===== src/rtl/dbg_ctl_pkg.sv =====
// Shared sizes and bit positions of the debug control register.
// Assumes one 8-bit register; the bit positions are decoded by software.
package dbg_ctl_pkg;
    localparam int REG_W     = 8;
    localparam int BIT_MODE  = 7;
    localparam int BIT_BRKEN = 6;
    localparam int BIT_ACKEN = 5;
    localparam int BIT_RST   = 0;
    localparam int RSV_LO    = 1;
    localparam int RSV_HI    = 4;
endpackage


===== src/rtl/dbg_mode_flag.sv =====
// Debug-mode flag: the hardware set on an accepted break has priority over a
// software write; a software clear is blocked while read protection is on.
// Assumes a synchronous active-low reset that always clears the flag.
module dbg_mode_flag (
    input  logic clk,
    input  logic rst_n,
    input  logic brk_hit,
    input  logic sw_wr,
    input  logic sw_val,
    input  logic protect,
    output logic mode
);
    logic mode_d;

    // Next-state selection: hardware set, then software write, then hold.
    always_comb begin
        mode_d = mode;
        if (brk_hit)
            mode_d = 1'b1;
        else if (sw_wr && sw_val)
            mode_d = 1'b1;
        else if (sw_wr && !protect)
            mode_d = 1'b0;
    end

    // Flag register.
    always_ff @(posedge clk) begin
        if (!rst_n) mode <= 1'b0;
        else        mode <= mode_d;
    end

    // an accepted break always leaves the flag set.
    a_r3_brk_sets_mode: assert property (@(posedge clk) disable iff (!rst_n)
        brk_hit |=> mode);
    // a protected, halted device stays halted.
    a_r5_protect_hold: assert property (@(posedge clk) disable iff (!rst_n)
        (mode && protect) |=> mode);
    // without a break or write the flag does not move.
    a_r4_idle_stable: assert property (@(posedge clk) disable iff (!rst_n)
        (!brk_hit && !sw_wr) |=> $stable(mode));
endmodule


===== src/rtl/dbg_ack_pulse.sv =====
// Acknowledge request: a one-cycle pulse in the cycle the debug-mode flag
// rises because of a break, when the acknowledge enable is set.
// Assumes brk_hit already includes the breakpoint enable.
module dbg_ack_pulse (
    input  logic clk,
    input  logic rst_n,
    input  logic brk_hit,
    input  logic mode,
    input  logic ack_en,
    output logic ack
);
    // Register the pulse so it lines up with the flag's rising edge.
    always_ff @(posedge clk) begin
        if (!rst_n) ack <= 1'b0;
        else        ack <= brk_hit && !mode && ack_en;
    end

    // the pulse lasts exactly one cycle.
    a_r6_single_cycle: assert property (@(posedge clk) disable iff (!rst_n)
        ack |=> !ack);
    // a pulse only ever accompanies a set debug-mode flag.
    a_r6_with_mode: assert property (@(posedge clk) disable iff (!rst_n)
        ack |-> mode);
endmodule


===== src/rtl/dbg_rst_req.sv =====
// Reset-request bit: set by a write of 1, held until end of reset is seen.
// Assumes a new request written in the cycle of reset_done wins.
module dbg_rst_req (
    input  logic clk,
    input  logic rst_n,
    input  logic set_req,
    input  logic reset_done,
    output logic req
);
    // Request register with set priority over clear.
    always_ff @(posedge clk) begin
        if (!rst_n)          req <= 1'b0;
        else if (set_req)    req <= 1'b1;
        else if (reset_done) req <= 1'b0;
    end

    // the request holds until the end of reset.
    a_r8_hold: assert property (@(posedge clk) disable iff (!rst_n)
        (req && !reset_done) |=> req);
    // it never rises without a write.
    a_r8_no_spurious: assert property (@(posedge clk) disable iff (!rst_n)
        (!req && !set_req) |=> !req);
endmodule


===== src/rtl/dbg_ctl_reg.sv =====
// Top of the debug control register: holds the enable bits and joins the
// mode flag, acknowledge pulse and reset request. Reserved bits read 0.
// Assumes wr_en and brk_decoded are single-cycle strobes synchronous to clk.
module dbg_ctl_reg
    import dbg_ctl_pkg::*;
#(
    parameter int W = REG_W
) (
    input  logic         clk,
    input  logic         rst_n,
    input  logic         wr_en,
    input  logic [W-1:0] wr_data,
    output logic [W-1:0] rd_data,
    input  logic         brk_decoded,
    input  logic         rd_protect,
    input  logic         reset_done,
    output logic         halt_fetch,
    output logic         sys_rst_req,
    output logic         ack_send
);
    logic brk_en_q, ack_en_q, mode_q, rst_q, brk_hit;
    logic unused_rsv;

    assign brk_hit    = brk_decoded && brk_en_q;
    assign unused_rsv = ^wr_data[RSV_HI:RSV_LO];

    // Enable bits, written directly by software.
    always_ff @(posedge clk) begin
        if (!rst_n) begin
            brk_en_q <= 1'b0;
            ack_en_q <= 1'b0;
        end else if (wr_en) begin
            brk_en_q <= wr_data[BIT_BRKEN];
            ack_en_q <= wr_data[BIT_ACKEN];
        end
    end

    dbg_mode_flag u_mode (
        .clk(clk), .rst_n(rst_n), .brk_hit(brk_hit), .sw_wr(wr_en),
        .sw_val(wr_data[BIT_MODE]), .protect(rd_protect), .mode(mode_q)
    );

    dbg_ack_pulse u_ack (
        .clk(clk), .rst_n(rst_n), .brk_hit(brk_hit), .mode(mode_q),
        .ack_en(ack_en_q), .ack(ack_send)
    );

    dbg_rst_req u_rst (
        .clk(clk), .rst_n(rst_n), .set_req(wr_en && wr_data[BIT_RST]),
        .reset_done(reset_done), .req(rst_q)
    );

    // Read view assembled from the stored bits; reserved bits stay 0.
    always_comb begin
        rd_data            = '0;
        rd_data[BIT_MODE]  = mode_q;
        rd_data[BIT_BRKEN] = brk_en_q;
        rd_data[BIT_ACKEN] = ack_en_q;
        rd_data[BIT_RST]   = rst_q;
    end

    assign halt_fetch  = mode_q;
    assign sys_rst_req = rst_q;

    // reserved field never reads nonzero.
    a_r7_rsv_zero: assert property (@(posedge clk) disable iff (!rst_n)
        rd_data[RSV_HI:RSV_LO] == '0);
    // a break with breakpoints off raises no acknowledge.
    a_r4_no_ack_disabled: assert property (@(posedge clk) disable iff (!rst_n)
        (brk_decoded && !brk_en_q) |=> !ack_send);
endmodule


===== config.mk =====
export PLATFORM = sky130hd
export DESIGN_NAME = dbg_ctl_reg
export DESIGN_NICKNAME = d
export VERILOG_FILES = /design/src/rtl/dbg_ctl_pkg.sv /design/src/rtl/dbg_mode_flag.sv /design/src/rtl/dbg_ack_pulse.sv /design/src/rtl/dbg_rst_req.sv /design/src/rtl/dbg_ctl_reg.sv
export SDC_FILE = /design/constraint.sdc
export NUM_CORES = 1
export LEC_CHECK = 0
export ABC_AREA = 1
export CAP_MARGIN = 20
export CORE_AREA = 2 2 39 41
export CTS_CLUSTER_DIAMETER = 50
export CTS_CLUSTER_SIZE = 10
export DETAILED_ROUTE_END_ITERATION = 10
export DIE_AREA = 0 0 41 43
export GPL_TIMING_DRIVEN = 1
export PLACE_DENSITY = 0.63
export SLEW_MARGIN = 20
export SYNTH_ARGS = -nofsm -noshare
export SYNTH_HDL_FRONTEND = slang
export SYNTH_SLANG_ARGS = --single-unit

===== constraint.sdc =====
create_clock -name clk -period 0.8 [get_ports clk]
set_input_delay 0.16 -clock clk [delete_from_list [all_inputs] [get_ports clk]]
set_output_delay 0.16 -clock clk [all_outputs]
set_load 0.01 [all_outputs]

**Yosys cells after proc, flatten, opt, wreduce, memory -nomap -nowiden**

Index checks and enable logic that the tools add are counted.

- Register bits after elaboration: 5
- Bits of input ports: 14
- Logic and storage cells: 20

- Multiplexer cells: 5
- Reductions and logical operators: 10

Operator list:

| cell | number |
|---|---|
| 1-bit logical AND | 6 |
| 1-bit two-way mux | 5 |
| 3-bit nonzero test | 1 |
| 1-bit logical NOT | 2 |
| 2-bit nonzero test | 1 |

**Depth between registers and ports, before layout**

Gate-level depths: netlist of run 1.

- Depth after elaboration: 5
- Gate-level depth with buffers: 4
- Mapped depth without buffers: 4

**Modules after synthesis**

From an unflattened synthesis of run 1, not the netlist that was laid out.

- Cell total of the unflattened synthesis: 43
- Area, all modules: 282.8 sq um

Modules (own cells, without submodules):

| module | times used | cells an instance | area each (sq um) |
|---|---|---|---|
| dbg_ctl_reg | 1 | 25 | 156.4 |
| dbg_mode_flag | 1 | 7 | 45.0 |
| dbg_rst_req | 1 | 6 | 43.8 |
| dbg_ack_pulse | 1 | 5 | 37.5 |

**Worst setup path after synthesis of run 1**

No wires, ideal clock.

- Path kind: register to output
- Start point: register u_mode.mode
- End point: output rd_data[7]
- Arrival time: 0.529 ns
- Required time: 0.640 ns
- Path slack: 0.111 ns
- Cell stages (with the launch flop): 2
- Path buffers: 1
- Cell sequence: dfxtp_1 > buf_4

RTL lines:

| item | RTL line | text |
|---|---|---|
| from (decl) | dbg_mode_flag.sv:11 | `output logic mode` |
| from (signal assigned) | dbg_mode_flag.sv:29 | `else mode <= mode_d;` |
| to (decl) | dbg_ctl_reg.sv:13 | `output logic [W-1:0] rd_data,` |

No word-level cell between the ends.

**Worst setup path after layout of run 1**

- Start point: register u_mode.mode
- End point: output halt_fetch

RTL lines:

| item | RTL line | text |
|---|---|---|
| to (decl) | dbg_ctl_reg.sv:17 | `output logic halt_fetch,` |

No word-level cell between the ends.

==> out/metrics.cfg, run 1 <==
[synthesis]
ys_seq_area_frac = 0.3902
synthCells = 36
synth.mux.area_fraction = 0
synthAdderAreaFrac = 0
synth_flop_cell = dfxtp_1
synth_seq_cells = 5
synth_common_cells = buf_4, nand2_1, dfxtp_1, inv_1, nor2_1
synth-edff-count = 0
ys_warn_count = 0
synth-simple-area-share = 0.1951
synthesis.area_um2 = 256.5
synth_cell_types = 10
syn_area_per_cell_um2 = 7.125
async_flop_share = 0
synth_compound_area_frac = 0.09268
yosysTopAreaCellShare = 0.3902
synth_area_leaders = dfxtp_1, buf_4, nand2_1, inv_1, nor2_1
synth_xor_area_frac = 0
synth_top_family_by_area = buffers and inverters
yosys.area.top_type = dfxtp_1

[floorplan]
core_area_um2 = 1384
die_y_um = 43
die_w_um = 41
dieArea_um2 = 1763
start_util = 0.1854
io_pins = 25
rows = 14

[global_routing]
grt_pass1_vias = 201
grt_overflow = 0
grt_use_total = 0.06419
antenna_found_initial = 0
grt_pass1_wl_um = 759
grt_max_degree = 7

[drt]
postRouteAntennaNets = 0
wirelength_um = 524
drc = 0
drt_first_pass_iters = 2
routedWlPerCell_um = 7.380
first_iter_violations = 4
vias_per_cell = 3.521
vias = 250

[placement]
placed_cell_area_um2 = 410.4
dp.cells = 66
io_buffers = 16
gp_congestion = 0.7058
dp_hpwl_um = 444.2

[finish]
drive_gt1_frac = 0.3636
area_delta_synth_final_pct = 77.56
fin_nets = 70
n_antenna_cell = 0
fin_cells = 71
fin_area_um2 = 455.4

[sta]
fmax_ghz = 1.186
hold_viol = 0
fin_skew_ps = 1.969
post-route-period-util = 1.054
worst_slack_ps = -43.10
hold_ws_ps = 385.4
rsz0062_at_grt = true
layout_min_cycle_time_ps = 843.1
setup_viol = 8
slew_viol_final = 0

[power]
pwr_density_cell_nw_per_um2 = 1609
total_leakage_power_nw = 0.2257
p_total_w = 0.0007329
ir_drop_uv = 566.2

[clock_network]
insertion_delay_ps = 230
path_clk_slew_ps = 40
cts_buffers = 3
clock-sinks = 5
cts_max_level = 1
clockBufferDepth = 2
cts_tree = done
cts-hold-fix-buffers = 0
cts-root-buf = clkbuf_4

[critical_path]
reg2reg_to = u_mode.mode
cp_top_family = flip-flops
crit_chain = buf_6
slowest_stage = dfxtp_2
ff2ff_path_depth = 4
worstReg2RegStart = u_mode.mode
end_kind = primary output
r2r_slack_ps = -10
critPathMaxFanout = 3
critical_path.max_stage_delay_ps = 350
crit_type = reg2out
critPathLaunchType = flip-flop
required_ps = 640
arrival_ps = 680
worst-path-buf-inv = 1

[worst_hold_path]
holdCritPathClass = in2reg
holdPathStages = 3
hp-start = wr_en
hold-path-endpoint = u_rst.req

[flow_run]
max-cap-violations = 0

[run_status]
violations = setup timing
status = finished with violations

## final cells by class
| type | instances | area, µm² |
|---|---|---|
| Fill cell | 150 | 928.4 |
| Clock buffer | 4 | 26.28 |
| Tap cell | 16 | 20.02 |
| Inverter | 5 | 18.77 |
| Timing Repair Buffer | 20 | 191.4 |
| Multi-Input combinational cell | 21 | 93.84 |
| Sequential cell | 5 | 105.1 |
## state kept, by name, summed over array words and instances (netlist names)
signal / flops
u_ack.ack: 1
u_rst.req: 1
ack_en_q: 1
brk_en_q: 1
u_mode.mode: 1
## report_power, final
| part | switching, W | internal, W | total (W) | leakage (nW) |
|---|---|---|---|---|
| Clock | 0.000100 | 0.000188 | 0.000289 | 0.0150 |
| Sequential | 0.0000118 | 0.000267 | 0.000279 | 0.0425 |
| Combinational | 0.0000622 | 0.000103 | 0.000165 | 0.168 |
| Total | 0.000174 | 0.000559 | 0.000733 | 0.226 |
## per-stage QoR
stage | setup TNS, ps | setup slack [ps] | utilization
2_1_floorplan | 0 | 110.8 | -
3_3_place_gp | -2654 | -302.9 | 0.2966
3_5_place_dp | -2636 | -267.0 | 0.2966
4_1_cts | -277.4 | -50.06 | 0.3020
5_1_grt | -459.9 | -73.81 | 0.3291
6_report | -226.9 | -43.10 | 0.3291
## cell families (layout without fill, tap and decap cells)
group	count (synthesis)	after routing
and+or+nand+nor	13	13
buffers and inverters	13	29
other	1	4
AOI/OAI and AO/OA	4	4
DFF	5	5
## placed cells by master, fill, tap and decap left out
| master | count |
|---|---|
| a21oi_1 | 1 |
| a21oi_2 | 1 |
| buf_2 | 1 |
| buf_4 | 4 |
| buf_6 | 6 |
| clkbuf_1 | 1 |
| clkbuf_4 | 3 |
| clkdlybuf4s50_1 | 8 |
| conb_1 | 4 |
| dfxtp_1 | 1 |
| dfxtp_2 | 4 |
| dlygate4sd2_1 | 1 |
| inv_1 | 5 |
| nand2_1 | 8 |
| nor2_1 | 4 |
| nor3_2 | 1 |
| o21ai_0 | 2 |
## timing repair
action / CTS / global route
endpoints found under the setup margin: 9 / 7
setup buffers: 0 / 1
pin swaps: 0 / 2
resized for setup: 35 / 5
## worst max-delay path by stage
stage           startpoint          end  cells after the start
4_1_cts        u_mode.mode   halt_fetch                      1
6_report       u_mode.mode   halt_fetch                      1
3_3_place_gp         wr_en  u_mode.mode                      5
2_1_floorplan  u_mode.mode   rd_data[7]                      1
5_1_grt        u_mode.mode   halt_fetch                      1
3_5_place_dp         wr_en  u_mode.mode                      5
## layer usage
metal,track usage,wire length [µm],vias to the layer above
met3,0.04712,48,0
met2,0.1125,264,10
met1,0.06090,211,107
li1,-,-,133
met5,0,0,-
met4,0,0,0
Note: power is estimated with default switching activity, not from simulation.
==> run 2, diff against run 1 <==
--- a/config.mk
+++ b/config.mk
@@ -14,6 +14,7 @@
 export DIE_AREA = 0 0 41 43
 export GPL_TIMING_DRIVEN = 1
 export PLACE_DENSITY = 0.63
+export SETUP_SLACK_MARGIN = 0.5
 export SLEW_MARGIN = 20
 export SYNTH_ARGS = -nofsm -noshare
 export SYNTH_HDL_FRONTEND = slang
==> run 2 against run 1 <==
Clock-buffer cell count unchanged. Global-route usage rose by 0.81 points. First-iteration DRC count is 50% lower. Cell count unchanged. The flow still finishes with violations (setup timing). Cell area grew 9.1%. Core utilization rose by 3.0 points. Power grew 4.3%. Largest power group unchanged.
==> out/metrics.cfg, run 2 (synthesis results as in run 1) <==
[run_status]
status = finished with violations
violations = setup timing

[drt]
drc = 0  ; unchanged
routedWlPerCell_um = 7.549  ; +2.3%
wirelength_um = 536  ; +2.3%
first_iter_violations = 2  ; -2
postRouteAntennaNets = 0  ; unchanged
drt_first_pass_iters = 3  ; +1
vias = 256  ; +2.4%
vias_per_cell = 3.606  ; +2.4%

[finish]
drive_gt1_frac = 0.4909  ; +0.1273
n_antenna_cell = 0  ; unchanged
final_cell_mix = buf_6, nand2_1, clkdlybuf4s50_1
final_common_cell = buf_6
fin_nets = 70  ; unchanged
area_delta_synth_final_pct = 93.66
fillerInstances = 153  ; +2.0%

[sta]
post-route-period-util = 1.081  ; +0.02678
hold_viol = 0  ; unchanged
fin_skew_ps = 2.679  ; +0.7091 ps
fmax_ghz = 1.157  ; -2.5%
worst_slack_ps = -64.53  ; -21.42 ps
layout_min_cycle_time_ps = 864.5  ; +21.42 ps
slew_viol_final = 0  ; unchanged
hold_ws_ps = 184.2  ; -201.2 ps
setup_viol = 7  ; -1
rsz0062_at_grt = true

[global_routing]
antenna_found_initial = 0  ; unchanged
grt_max_degree = 7  ; unchanged
grt_overflow = 0  ; unchanged
grt_use_total = 0.07229  ; +0.008097
grt_pass1_wl_um = 738  ; -2.8%
grt_pass1_vias = 201  ; unchanged

[critical_path]
crit_type = reg2out
cp_top_family = flip-flops
critPathMaxFanout = 3  ; unchanged
slowest_stage = dfxtp_4
required_ps = 640  ; about the same
critPathLaunchType = flip-flop
end_kind = primary output
worst-path-buf-inv = 1  ; unchanged
arrival_ps = 700  ; +20 ps
crit_chain = buf_6
critical_path.max_stage_delay_ps = 350  ; about the same

[power]
total_leakage_power_nw = 0.2513  ; +11%
pwr_density_cell_nw_per_um2 = 1538  ; -4.4%
seqPwrFrac = 0.366  ; -0.015
combPwrFrac = 0.237  ; +0.012
swShare = 0.2604  ; +0.02271
p_switching_w = 0.0001990  ; +14%
p_clk_frac = 0.398  ; +0.004
ir_drop_uv = 711.1  ; +26%
intPower_w = 0.0005651  ; +1.2%

[flow_run]
max-cap-violations = 0  ; unchanged

[clock_network]
clockBufferDepth = 2  ; unchanged
cts_max_level = 1  ; unchanged
path_clk_slew_ps = 40  ; about the same
clock-sinks = 5  ; unchanged
insertion_delay_ps = 250  ; +20 ps
cts_tree = done
cts-root-buf = clkbuf_4
cts_buffers = 3  ; unchanged

[placement]
dp_hpwl_um = 421.1  ; -5.2%
dp_slack_ps = -313.2  ; -46.14 ps
io_buffers = 16  ; unchanged
gp_congestion = 0.6921  ; -1.9%

[floorplan]
die_y_um = 43  ; unchanged
dieArea_um2 = 1763  ; unchanged
io_pins = 25  ; unchanged
start_util = 0.1854  ; unchanged
die_w_um = 41  ; unchanged
rows = 14  ; unchanged
core_area_um2 = 1384  ; unchanged

[worst_hold_path]
holdCritPathClass = in2reg

run 2: changes by cell type in the layout (fill, tap and decap cells not counted), moves of 3 or more:
cell             previous run  this run
buf_6                       6        10
buf_4                       4         1
nand2_1                     8         5
clkdlybuf4s50_1             8         5
run 2: worst paths after layout:
| check | startpoint | endpoint | slack, ps | depth (start not counted) |
|---|---|---|---|---|
| worst max-delay path | u_mode.mode | rd_data[7] | -60 | 1 |
| worst min-delay path | wr_data[0] | u_rst.req | 180 | 3 |
| worst max register to register | ack_en_q | u_ack.ack | 10 | 4 |
| worst min register to register | u_rst.req | u_rst.req | 480 | 2 |
run 2: per-stage QoR:
step | utilization | cells | setup TNS [ps] | cell area, µm² | total power [W]
finish | 0.3590 | 71 | -337.2 | 496.7 | 0.0007641
global route | 0.3590 | 71 | -538.4 | 496.7 | 0.0008105
CTS | 0.3400 | 70 | -415.3 | 470.5 | 0.0007657
detailed placement | 0.3029 | 66 | -2699 | 419.2 | 0.0004380
global placement | 0.3029 | 66 | -2621 | 419.2 | 0.0004364
floorplan | - | 39 | 0 | 287.8 | 0.0003692
run 2: layout make-up:
| type | count | area, µm² | area share |
|---|---|---|---|
| Multi-Input combinational cell | 21 | 113.9 | 0.2292 |
| Tap cell | 16 | 20.02 | 0.04030 |
| Clock buffer | 4 | 26.28 | 0.05290 |
| Timing Repair Buffer | 20 | 209.0 | 0.4207 |
| Inverter | 5 | 18.77 | 0.03778 |
| Sequential cell | 5 | 108.9 | 0.2191 |
run 2: repair_timing:
item | in CTS | in global routing
endpoints found under the setup margin | 12 | 12
pin swaps | 1 | 3
buffers inserted | 0 | 1
resized for setup | 43 | 7
hold buffers | 0 | 0
run 2: power by group through the flow:
stage | Clock [W] | Combinational [W] | Sequential, W
after floorplan | 0 | 0.0000836 | 0.000286
after CTS | 0.000319 | 0.000167 | 0.000279
final | 0.000304 | 0.000181 | 0.000279
after detailed placement | 0 | 0.000159 | 0.000279
after global routing | 0.000333 | 0.000197 | 0.000281
after global placement | 0 | 0.000158 | 0.000279
run 2: worst register-to-register path, cell delays in order, from the launching register on:
cell     delay, ps
dfxtp_2        330
buf_6           90
buf_6           90
nand2_2         40
nor3_2         160
run 2: routing by layer:
metal,share of wire,global-route usage,vias to the layer above
li1,-,-,135
met1,0.38,0.07074,105
met2,0.47,0.08125,14
met3,0.12,0.04712,2
met4,0.032,0.1000,0
met5,0,0,-
